`src/rtl/brk_pkg.sv`:
```
package brk_pkg;

  localparam int BRK_IDW = 8;
  localparam int BRK_RAW = 4;

  typedef enum logic [1:0] {
    KIND_ANY   = 2'b00,
    KIND_FETCH = 2'b01,
    KIND_OPER  = 2'b10,
    KIND_NONE  = 2'b11
  } kind_e;

  typedef enum logic [1:0] {
    DIR_ANY  = 2'b00,
    DIR_RD   = 2'b01,
    DIR_WR   = 2'b10,
    DIR_NONE = 2'b11
  } dir_e;

  typedef enum logic [1:0] {
    SZ_ANY  = 2'b00,
    SZ_BYTE = 2'b01,
    SZ_WORD = 2'b10,
    SZ_LONG = 2'b11
  } size_e;

  // Condition word layout, MSB first: id[15:8] en[7] id_en[6] size[5:4] dir[3:2] kind[1:0]
  typedef struct packed {
    logic [BRK_IDW-1:0] id;
    logic               en;
    logic               id_en;
    size_e              size;
    dir_e               dir;
    kind_e              kind;
  } cond_t;

  localparam int COND_W = $bits(cond_t);

  localparam logic [BRK_RAW-1:0] OFS_A_ADDR  = 4'd0;
  localparam logic [BRK_RAW-1:0] OFS_A_MASK  = 4'd1;
  localparam logic [BRK_RAW-1:0] OFS_A_COND  = 4'd2;
  localparam logic [BRK_RAW-1:0] OFS_B_ADDR  = 4'd3;
  localparam logic [BRK_RAW-1:0] OFS_B_MASK  = 4'd4;
  localparam logic [BRK_RAW-1:0] OFS_B_COND  = 4'd5;
  localparam logic [BRK_RAW-1:0] OFS_B_DATA  = 4'd6;
  localparam logic [BRK_RAW-1:0] OFS_B_DMASK = 4'd7;
  localparam logic [BRK_RAW-1:0] OFS_MODE    = 4'd8;
  localparam logic [BRK_RAW-1:0] OFS_FLAGS   = 4'd9;

endpackage

```
`src/rtl/brk_cfg_regs.sv`:
```
module brk_cfg_regs
  import brk_pkg::*;
#(
  parameter int AW = 32,
  parameter int DW = 32,
  localparam int WW = (AW > DW) ? AW : DW
) (
  input  logic               clk,
  input  logic               rst_n,
  input  logic               we,
  input  logic [BRK_RAW-1:0] addr,
  input  logic [WW-1:0]      wdata,
  output logic [AW-1:0]      a_addr,
  output logic [AW-1:0]      a_mask,
  output cond_t              a_cond,
  output logic [AW-1:0]      b_addr,
  output logic [AW-1:0]      b_mask,
  output cond_t              b_cond,
  output logic [DW-1:0]      b_data,
  output logic [DW-1:0]      b_dmask,
  output logic               seq_mode,
  output logic               mode_wr,
  output logic               flag_wr,
  output logic [1:0]         flag_wdata
);

  logic we_a_addr, we_a_mask, we_a_cond;
  logic we_b_addr, we_b_mask, we_b_cond, we_b_data, we_b_dmask;
  cond_t wcond;

  always_comb begin
    we_a_addr  = we && (addr == OFS_A_ADDR);
    we_a_mask  = we && (addr == OFS_A_MASK);
    we_a_cond  = we && (addr == OFS_A_COND);
    we_b_addr  = we && (addr == OFS_B_ADDR);
    we_b_mask  = we && (addr == OFS_B_MASK);
    we_b_cond  = we && (addr == OFS_B_COND);
    we_b_data  = we && (addr == OFS_B_DATA);
    we_b_dmask = we && (addr == OFS_B_DMASK);
    mode_wr    = we && (addr == OFS_MODE);
    flag_wr    = we && (addr == OFS_FLAGS);
    flag_wdata = wdata[1:0];
    wcond      = cond_t'(wdata[COND_W-1:0]);
  end

  always_ff @(posedge clk or negedge rst_n) begin
    if (!rst_n) begin
      a_addr   <= '0;
      a_mask   <= '0;
      a_cond   <= '0;
      b_addr   <= '0;
      b_mask   <= '0;
      b_cond   <= '0;
      b_data   <= '0;
      b_dmask  <= '0;
      seq_mode <= 1'b0;
    end else begin
      if (we_a_addr)  a_addr   <= wdata[AW-1:0];
      if (we_a_mask)  a_mask   <= wdata[AW-1:0];
      if (we_a_cond)  a_cond   <= wcond;
      if (we_b_addr)  b_addr   <= wdata[AW-1:0];
      if (we_b_mask)  b_mask   <= wdata[AW-1:0];
      if (we_b_cond)  b_cond   <= wcond;
      if (we_b_data)  b_data   <= wdata[DW-1:0];
      if (we_b_dmask) b_dmask  <= wdata[DW-1:0];
      if (mode_wr)    seq_mode <= wdata[0];
    end
  end

endmodule

```
`src/rtl/brk_chan_match.sv`:
```
module brk_chan_match
  import brk_pkg::*;
#(
  parameter int AW       = 32,
  parameter int DW       = 32,
  parameter bit HAS_DATA = 1'b0
) (
  input  logic               clk,
  input  logic               rst_n,
  input  logic [AW-1:0]      cmp_addr,
  input  logic [AW-1:0]      cmp_amask,
  input  cond_t              cond,
  input  logic [DW-1:0]      cmp_data,
  input  logic [DW-1:0]      cmp_dmask,
  input  logic               bus_valid,
  input  logic               bus_fetch,
  input  logic               bus_write,
  input  logic [1:0]         bus_size,
  input  logic [AW-1:0]      bus_addr,
  input  logic [DW-1:0]      bus_data,
  input  logic [BRK_IDW-1:0] bus_asid,
  output logic               hit
);

  logic addr_ok, kind_ok, dir_ok, size_ok, id_ok, data_ok;
  logic eff_write;

  generate
    if (HAS_DATA) begin : g_data
      assign data_ok = ~|((bus_data ^ cmp_data) & ~cmp_dmask);
    end else begin : g_nodata
      logic unused_data;
      assign unused_data = ^{bus_data, cmp_data, cmp_dmask};
      assign data_ok     = 1'b1;
    end
  endgenerate

  always_comb begin
    // A fetch is always a read, whatever the write attribute says.
    eff_write = bus_write && !bus_fetch;
    addr_ok   = ~|((bus_addr ^ cmp_addr) & ~cmp_amask);
    unique case (cond.kind)
      KIND_ANY:   kind_ok = 1'b1;
      KIND_FETCH: kind_ok = bus_fetch;
      KIND_OPER:  kind_ok = !bus_fetch;
      default:    kind_ok = 1'b0;
    endcase
    unique case (cond.dir)
      DIR_ANY: dir_ok = 1'b1;
      DIR_RD:  dir_ok = !eff_write;
      DIR_WR:  dir_ok = eff_write;
      default: dir_ok = 1'b0;
    endcase
    size_ok = (cond.size == SZ_ANY) || (bus_size == cond.size);
    id_ok   = !cond.id_en || (bus_asid == cond.id);
    hit     = bus_valid && cond.en && addr_ok && kind_ok && dir_ok
              && size_ok && id_ok && data_ok;
  end

  // a fetch never satisfies a write condition.
  assert_fetch_not_write_R4: assert property (@(posedge clk) disable iff (!rst_n)
    (bus_valid && bus_fetch && cond.dir == DIR_WR) |-> !hit);

endmodule

```
`src/rtl/brk_seq_ctrl.sv`:
```
module brk_seq_ctrl (
  input  logic       clk,
  input  logic       rst_n,
  input  logic       a_hit,
  input  logic       b_hit,
  input  logic       seq_mode,
  input  logic       mode_wr,
  input  logic       flag_wr,
  input  logic [1:0] flag_wdata,
  output logic       brk_req,
  output logic       flag_a,
  output logic       flag_b
);

  logic seen_q, seen_d;
  logic req_q, req_d;
  logic fa_q, fa_d, fb_q, fb_d;
  logic clr_a, clr_b;

  always_comb begin
    if (seq_mode) begin
      req_d = b_hit && seen_q && !a_hit;
    end else begin
      req_d = a_hit || b_hit;
    end

    seen_d = seen_q;
    if (mode_wr || !seq_mode) begin
      seen_d = 1'b0;
    end else if (req_d) begin
      seen_d = 1'b0;
    end else if (a_hit) begin
      seen_d = 1'b1;
    end

    clr_a = flag_wr && !flag_wdata[0];
    clr_b = flag_wr && !flag_wdata[1];
    fa_d  = a_hit || (fa_q && !clr_a);
    fb_d  = b_hit || (fb_q && !clr_b);
  end

  always_ff @(posedge clk or negedge rst_n) begin
    if (!rst_n) begin
      seen_q <= 1'b0;
      req_q  <= 1'b0;
      fa_q   <= 1'b0;
      fb_q   <= 1'b0;
    end else begin
      seen_q <= seen_d;
      req_q  <= req_d;
      fa_q   <= fa_d;
      fb_q   <= fb_d;
    end
  end

  assign brk_req = req_q;
  assign flag_a  = fa_q;
  assign flag_b  = fb_q;

  // a break always consumes the recorded channel A match.
  assert_seen_consumed_R9: assert property (@(posedge clk) disable iff (!rst_n)
    req_q |-> !seen_q);

  // outside sequence mode no A record is ever held.
  assert_no_record_indep_R10: assert property (@(posedge clk) disable iff (!rst_n)
    !seq_mode |-> !seen_q);

  // a break is always accompanied by a raised sticky flag.
  assert_flag_with_req_R11: assert property (@(posedge clk) disable iff (!rst_n)
    req_q |-> (fa_q || fb_q));

endmodule

```
`src/rtl/bus_break_unit.sv`:
```
module bus_break_unit
  import brk_pkg::*;
#(
  parameter int AW = 32,
  parameter int DW = 32,
  localparam int WW = (AW > DW) ? AW : DW
) (
  input  logic               clk,
  input  logic               rst_n,
  input  logic               cfg_we,
  input  logic [BRK_RAW-1:0] cfg_addr,
  input  logic [WW-1:0]      cfg_wdata,
  input  logic               bus_valid,
  input  logic               bus_fetch,
  input  logic               bus_write,
  input  logic [1:0]         bus_size,
  input  logic [AW-1:0]      bus_addr,
  input  logic [DW-1:0]      bus_data,
  input  logic [BRK_IDW-1:0] bus_asid,
  output logic               brk_req,
  output logic               match_a_flag,
  output logic               match_b_flag
);

  logic [AW-1:0] a_addr, a_mask, b_addr, b_mask;
  logic [DW-1:0] b_data, b_dmask;
  cond_t         a_cond, b_cond;
  logic          seq_mode, mode_wr, flag_wr;
  logic [1:0]    flag_wdata;
  logic          a_hit, b_hit;

  brk_cfg_regs #(.AW(AW), .DW(DW)) u_regs (
    .clk        (clk),
    .rst_n      (rst_n),
    .we         (cfg_we),
    .addr       (cfg_addr),
    .wdata      (cfg_wdata),
    .a_addr     (a_addr),
    .a_mask     (a_mask),
    .a_cond     (a_cond),
    .b_addr     (b_addr),
    .b_mask     (b_mask),
    .b_cond     (b_cond),
    .b_data     (b_data),
    .b_dmask    (b_dmask),
    .seq_mode   (seq_mode),
    .mode_wr    (mode_wr),
    .flag_wr    (flag_wr),
    .flag_wdata (flag_wdata)
  );

  brk_chan_match #(.AW(AW), .DW(DW), .HAS_DATA(1'b0)) u_chan_a (
    .clk       (clk),
    .rst_n     (rst_n),
    .cmp_addr  (a_addr),
    .cmp_amask (a_mask),
    .cond      (a_cond),
    .cmp_data  ('0),
    .cmp_dmask ('1),
    .bus_valid (bus_valid),
    .bus_fetch (bus_fetch),
    .bus_write (bus_write),
    .bus_size  (bus_size),
    .bus_addr  (bus_addr),
    .bus_data  (bus_data),
    .bus_asid  (bus_asid),
    .hit       (a_hit)
  );

  brk_chan_match #(.AW(AW), .DW(DW), .HAS_DATA(1'b1)) u_chan_b (
    .clk       (clk),
    .rst_n     (rst_n),
    .cmp_addr  (b_addr),
    .cmp_amask (b_mask),
    .cond      (b_cond),
    .cmp_data  (b_data),
    .cmp_dmask (b_dmask),
    .bus_valid (bus_valid),
    .bus_fetch (bus_fetch),
    .bus_write (bus_write),
    .bus_size  (bus_size),
    .bus_addr  (bus_addr),
    .bus_data  (bus_data),
    .bus_asid  (bus_asid),
    .hit       (b_hit)
  );

  brk_seq_ctrl u_seq (
    .clk        (clk),
    .rst_n      (rst_n),
    .a_hit      (a_hit),
    .b_hit      (b_hit),
    .seq_mode   (seq_mode),
    .mode_wr    (mode_wr),
    .flag_wr    (flag_wr),
    .flag_wdata (flag_wdata),
    .brk_req    (brk_req),
    .flag_a     (match_a_flag),
    .flag_b     (match_b_flag)
  );

  // a break request only ever follows a presented bus cycle.
  assert_req_after_cycle_R8: assert property (@(posedge clk) disable iff (!rst_n)
    brk_req |-> $past(bus_valid));

endmodule

```
`config.mk`:
```
export PLATFORM = sky130hd
export DESIGN_NAME = bus_break_unit
export DESIGN_NICKNAME = d
export VERILOG_FILES = /design/src/rtl/brk_pkg.sv /design/src/rtl/brk_cfg_regs.sv /design/src/rtl/brk_chan_match.sv /design/src/rtl/brk_seq_ctrl.sv /design/src/rtl/bus_break_unit.sv
export SDC_FILE = /design/constraint.sdc
export NUM_CORES = 1
export LEC_CHECK = 0
export BUFFER_PORTS_ARGS = -buffer_cell sky130_fd_sc_hd__buf_2
export CAP_MARGIN = 20
export CORE_MARGIN = 10
export CORE_UTILIZATION = 50
export CTS_BUF_LIST = sky130_fd_sc_hd__clkbuf_16
export DETAILED_ROUTE_END_ITERATION = 10
export PLACE_DENSITY = 0.75
export SLEW_MARGIN = 20
export SYNTH_ARGS = -nofsm -noshare
export SYNTH_HDL_FRONTEND = slang
export SYNTH_SLANG_ARGS = --single-unit
export TNS_END_PERCENT = 50
```
`constraint.sdc`:
```
create_clock -name clk -period 2.6 [get_ports clk]
set_clock_uncertainty 0.05 [all_clocks]
set_input_delay 0.13 -clock clk [delete_from_list [all_inputs] [get_ports clk]]
set_output_delay 0.13 -clock clk [all_outputs]
set_load 0.03 [all_outputs]
```
After elaboration in Yosys (flattened, before gate mapping)
Cells that the tools add are included.
{ "word_totals": {"reg_bits": 229, "latch_bits": 0, "mem_bits_rw": 0, "rom_bits": 0, "inputBits": 116, "output_inout_bits": 3, "word_cells": 123, "memories": 0} }
{ "op_classes": {"add_sub_neg": 0, "multipliers": 0, "n_div": 0, "order_cmp": 0, "n_eq_ne": 21, "n_shift": 0, "mux": 8, "n_bitwise": 9, "reduce_logical": 62} }
{ "op_table": {"columns": ["cell", "n"], "rows": [
  ["$and 32x32->32", 3],
  ["$not 32->32", 3],
  ["$reduce_or 32->1", 3],
  ["$xor 32x32->32", 3],
  ["$logic_and 1x1->1", 30],
  ["$eq 4x3->1 const B", 4],
  ["$eq 8x8->1", 2],
  ["$logic_not 1->1", 13],
  ["$logic_not 2->1", 6],
  ["$pmux 1 s3", 4],
  ["$eq 2x1->1 const B", 4],
  ["$eq 2x2->1 const B", 4],
  ["$eq 4x2->1 const B", 2],
  ["$eq 4x4->1 const B", 2],
  ["$logic_or 1x1->1", 8],
  ["$eq 2x2->1", 2],
  ["$eq 4x1->1 const B", 1],
  ["$logic_not 4->1", 1],
  ["$mux 1", 4],
  ["$reduce_bool 3->1", 1]
]} }

Logic depth before layout (Yosys ltp)
{ "logic_depth": {"word_depth": 15, "mapped_depth": 6, "mapped_depth_nobuf": 6} }

Hierarchy
Synthesis repeated with hierarchy kept, for this count alone.
{ "hier_totals": {"cells_unflattened": 718, "hier_area_um2": 10386.2} }
{ "by_module_without_submodules": {"columns": ["module", "instances", "cells_per_inst", "area_each_um2", "seq_area_each_um2"], "rows": [
  ["brk_cfg_regs", 1, 492, 8559.5, 5630.4],
  ["brk_chan_match (u_chan_b)", 1, 131, 1062.3, 0.0],
  ["brk_chan_match (u_chan_a)", 1, 79, 593.1, 0.0],
  ["brk_seq_ctrl", 1, 14, 163.9, 100.1],
  ["bus_break_unit", 1, 2, 7.5, 0.0]
]} }

Worst setup path after synthesis
No wires, ideal clock.
{ "synth_timing": {"kind": "flip-flop to flip-flop", "startpoint": "reg u_regs.b_data[9]", "endpoint": "reg u_seq.req_q, in the netlist u_seq.brk_req", "setup_ns": 0.087, "t_arrival_ns": 1.654, "required_time_ns": 2.463, "path_slack_ns": 0.809, "stages_incl_launch_ff": 7, "path_buffers": 0, "period_less_slack_ns": 1.791, "path_cell_list": "dfrtp_1 > xnor2_1 > o22ai_1 > nor4_1 > nand4_1 > or4_4 > a22oi_1"} }
{ "synth_via": {"elab_chain_len": 8, "elab_cells_between_ends": 9, "classes_between": "mux (1); bitwise (2); reduce/logical (6)"} }
{ "synth_lines": {"columns": ["element", "line_no", "text"], "rows": [
  ["from (decl)", "brk_cfg_regs.sv:19", "output logic [DW-1:0] b_data,"],
  ["from (signal assigned)", "brk_cfg_regs.sv:64", "if (we_b_data) b_data <= wdata[DW-1:0];"],
  ["$xor 32x32->32 *", "brk_chan_match.sv:30", "assign data_ok = ~|((bus_data ^ cmp_data) & ~cmp_dmask);"],
  ["$and 32x32->32 *", "brk_chan_match.sv:30", null],
  ["$reduce_or 32->1 *", "brk_chan_match.sv:30", null],
  ["$logic_not 1->1 *", "brk_chan_match.sv:30", null],
  ["$logic_and 1x1->1 *", "brk_chan_match.sv:57", "&& size_ok && id_ok && data_ok;"],
  ["$logic_and 1x1->1 (2 in a row)", "brk_seq_ctrl.sv:22", "req_d = b_hit && seen_q && !a_hit;"],
  ["$mux 1 *", "brk_seq_ctrl.sv:21", "if (seq_mode) begin"],
  ["via u_seq.req_d", "brk_seq_ctrl.sv:16", "logic req_q, req_d;"],
  ["to (signal assigned)", "brk_seq_ctrl.sv:50", "req_q <= req_d;"],
  ["to (decl)", "brk_seq_ctrl.sv:16", null]
]} }
Mark *: on every way through the listed nets, which the timed path passes. The rest lies on a longest branch.
A chain may end at the register's enable or synchronous reset.

Worst setup path in the final report
{ "layout_timing": {"startpoint": "reg u_regs.b_data[6]", "endpoint": "reg u_seq.req_q, in the netlist u_seq.brk_req"} }
The elaborated chain is that of the path after synthesis.

==> summary.md <==
| Metric | Value |
|---|---|
| Worst slew margin | `47.9%` |
| Endpoint arrival time on the critical path | `2.66 ns` |
| Mux share of post-synthesis cell area | `between 20 and 30%` |
| Max cap viols | `0` |
| Clk_lat worst skew | `around 0.52 ns` |
| Drt initial violations | `305` |
| Yosys warns | `0` |
| CP endpoint kind | `flop` |
| Hold WC Path Type | `input pin to flop` |
| RSZ-0062 raised after global routing | `false` |
| H-Tree Depth | `1` |
| Die Y | `about 160 µm` |
| Area of the multi-input gates | `4250 µm²` |
| Grt ovf | `0` |
| Routed WL per cell | `approximately 22 µm` |
| Final setup fails | `0` |
| Area delta synth->final | `22.0%` |
| Peak Freq | `about 0.44 GHz` |
| WP buf/inv | `0` |
| Dpl hpwl | `roughly 18 mm` |
| Pwr per Cell Area | `between 800 and 900 nW/µm²` |
| Setup Crit Path Kind | `flop to flop` |
| Vias post-DR | `6365` |
| Starting density of the core | `~51%` |
| Req. time, crit path | `between 2 and 3 ns` |
| Post-synth ARST share | `100%` |
| Clock transition at path regs | `around 0.06 ns` |
| RR Startpoint | `u_regs.b_data[6]` |
| Mapped Cells | `approximately 710` |
| Clk root buf | `clkbuf_16` |
| Number of placement rows | `51` |
| CP cell instances | `xnor2_1 > o22ai_1 > nor4_1 > nand4_1 > or4_4 > a22oi_1` |
| Drt pass-1 iters | `4` |
| Cell variety after synth | `31` |
| Total GRT Usage | `between 10% and 20%` |
| PortBufs | `approximately 120` |
| Ports | `about 120` |
| Die X-Extent | `approximately 160 µm` |
| Worst Tran Pin Value | `just under 0.8 ns` |
| Adder-cell share of the synthesized area | `0%` |
| Core ar. | `~20000 µm²` |
| Synth Cell Area | `a little over 10000 µm²` |
| CTS max path bufs | `3` |
| Pleak | `approximately 0.0054 µW` |
| Type of origin of the critical path | `flop` |
| Maximum VDD drop | `0.521 mV` |
| Post-CTS Resized | `0` |
| Area fraction of the dominant cell type after synthesis | `56.8%` |
| Layout cells sized above 1 | `between 40% and 50%` |
| Worst setup path start | `u_regs.b_data[6]` |
| Final Max Slew Viols | `0` |
| Status | `completed` |
| Vias in the first global route | `slightly above 7000` |
| Routed vias/inst | `about 5.4` |
| RD Place Congestion | `approximately 0.81` |
| Die area | `between 20000 and 30000 µm²` |
| Nets | `1003` |
| Max incr delay on CP | `between 0.5 and 0.6 ns` |
| Hold WS | `roughly 0.012 ns` |
| Post-route ant nets | `0` |
| ANT cells | `0` |
| Post-synth EDFFs | `0` |
| Compound-Gate Fraction of Synth Area | `around 4.1%` |
| Largest cells by area after synthesis | `dfrtp_1 57%, mux2_2 23%, xnor2_1 9.7%, o22ai_1 2.9%, mux2_1 1.8%` |
| Filler cells | `1532` |
| Slowest stage cell, crit path | `or4_4` |
| Main combinational cell family by area after synthesis | `multiplexers` |
| Register Area | `between 5000 and 6000 µm²` |
| First-pass GRT wire length | `slightly below 40 mm` |
| Num CTS Buffers | `25` |
| Largest net degree at the start of global routing | `between 100 and 150` |
| Clock sinks | `around 230` |
| FF+latch count, synth | `229` |
| Final hold viol count | `0` |
| Final wirelength | `around 25 mm` |
| Crit path max-delay family | `simple AND/OR/NAND/NOR gates` |
| Post-route DRC violation count | `0` |
| Mean post-synth cell area | `14.2 µm²` |
| Final Util | `a little over three fifths` |
| Seq/Total Area, Yosys | `56.8%` |
| Area leader, netlist | `dfrtp_1` |
| Setup TNS | `0 ns` |
| Most used flip-flop cell after synthesis | `dfrtp_1` |
| Worst-path maximum fanout | `2` |
| CTS tree | `done` |
| Xor/xnor share of the synthesized area | `9.73%` |
| Hold path start | `cfg_wdata[7]` |
| Post-Synth Simple-Gate Area | `2.89%` |
| Initial antenna violation count | `0` |
| Fin crit period | `approximately 2.3 ns` |
| Part of the cycle the worst path needs | `around nine tenths` |
| Post-Syn Nets | `828` |
==> cell usage in the layout, fill, tap and decap left out, drive strengths merged, types with 2 or more instances in the layout <==
cell type	instances
nor4	7
inv	8
nand3	5
dlygate4sd3	37
o22ai	46
mux2	224
nor3b	3
nor2b	3
o2111ai	2
o21ai	8
a211oi	2
buf	135
dfrtp	229
nand4	6
nor2	12
clkbuf	25
or3	2
clkinv	9
mux2i	3
a21oi	3
nand3b	2
xnor2	112
bufinv	5
nand2	11
==> cells by family (layout without fill, tap and decap cells) <==
group	count (synthesis)	in the layout
flops	229	229
mux	227	227
xor+xnor	112	112
compound gates	65	65
simple gates	53	53
buf+inv	26	219
==> path summary, 6_finish.rpt <==
kind | to | slack (ns) | cells after the start
worst max register to register | u_seq.brk_req | 0.31 | 6
worst min-delay path | u_regs.a_cond[7] | 0.01 | 2
worst min register to register | u_seq.brk_req | 0.43 | 1
worst max-delay path | u_seq.brk_req | 0.31 | 6
max in group asynchronous | u_regs.a_addr[30] | 1.50 | 3
min in group asynchronous | u_regs.b_data[5] | 0.21 | 2
==> synthesized netlist by cell type (2+ instances only) <==
| library cell | number |
|---|---|
| a211oi_1 | 2 |
| a21oi_1 | 3 |
| buf_1 | 7 |
| buf_2 | 13 |
| clkbuf_1 | 4 |
| dfrtp_1 | 229 |
| inv_1 | 2 |
| mux2_1 | 16 |
| mux2_2 | 208 |
| mux2i_1 | 3 |
| nand2_1 | 11 |
| nand3_1 | 5 |
| nand3b_1 | 2 |
| nand4_1 | 6 |
| nor2_1 | 12 |
| nor2b_1 | 2 |
| nor3b_1 | 2 |
| nor4_1 | 7 |
| o2111ai_1 | 2 |
| o21ai_0 | 8 |
| o22ai_1 | 46 |
| or3_1 | 2 |
| xnor2_1 | 112 |
==> metrics by stage <==
step	instances	total power [µW]	cell area (µm²)	setup slack (ns)
final	1170	10500	12300	0.310
after CTS	1170	10600	12300	0.302
after global placement	1088	6820	11100	0.370
after global routing	1170	11000	12300	0.229
after floorplan	712	6190	10100	0.809
after detailed placement	1088	6920	11100	0.308
==> registers in the layout, summed over array words and instances, names as in the netlist <==
register	count
u_regs.a_cond	16
u_seq.brk_req	1
u_regs.b_addr	32
u_seq.flag_a	1
u_regs.b_data	32
u_regs.a_addr	32
u_regs.seq_mode	1
u_seq.flag_b	1
u_regs.b_dmask	32
u_regs.a_mask	32
u_seq.seen_q	1
u_regs.b_mask	32
u_regs.b_cond	16
==> report_power, final <==
| group | total (µW) | leakage [µW] | switching, µW | internal [µW] |
|---|---|---|---|---|
| clock network | 3640 | 0.000437 | 1400 | 2240 |
| logic | 2020 | 0.00210 | 842 | 1180 |
| registers | 4870 | 0.00282 | 489 | 4380 |
| total | 10500 | 0.00536 | 2730 | 7800 |
==> worst reg2reg max path: stages, from the launching register on <==
cell	delay, ns
dfrtp_1	0.38
xnor2_1	0.18
o22ai_1	0.12
nor4_1	0.53
nand4_1	0.21
or4_4	0.58
a22oi_1	0.16
==> repair_timing <==
| action | in CTS | in global routing |
|---|---|---|
| hold endpoints to repair | 312 | 0 |
| buffers inserted | 0 | 0 |
| hold buffers | 37 | 0 |
==> final cells by class <==
class                   instances  area share (%)
multi-input cells             457            34.6
well taps                     265            2.70
flip-flops and latches        229            46.6
clock buffers                  25            5.08
inverters                       2          0.0610
repair buffers                172            9.23
clock inverters                20            1.79
==> per-layer routing <==
layer / track usage [%] / part of all wire, % / routed length, µm
met2: 32.4 / 49 / 12500
met3: 3.46 / 5.1 / 1300
met5: 0 / 0 / 0
met1: 25.5 / 45 / 11400
met4: 3.89 / 1.2 / 293
No activity file was read; power rests on OpenSTA's default activity.
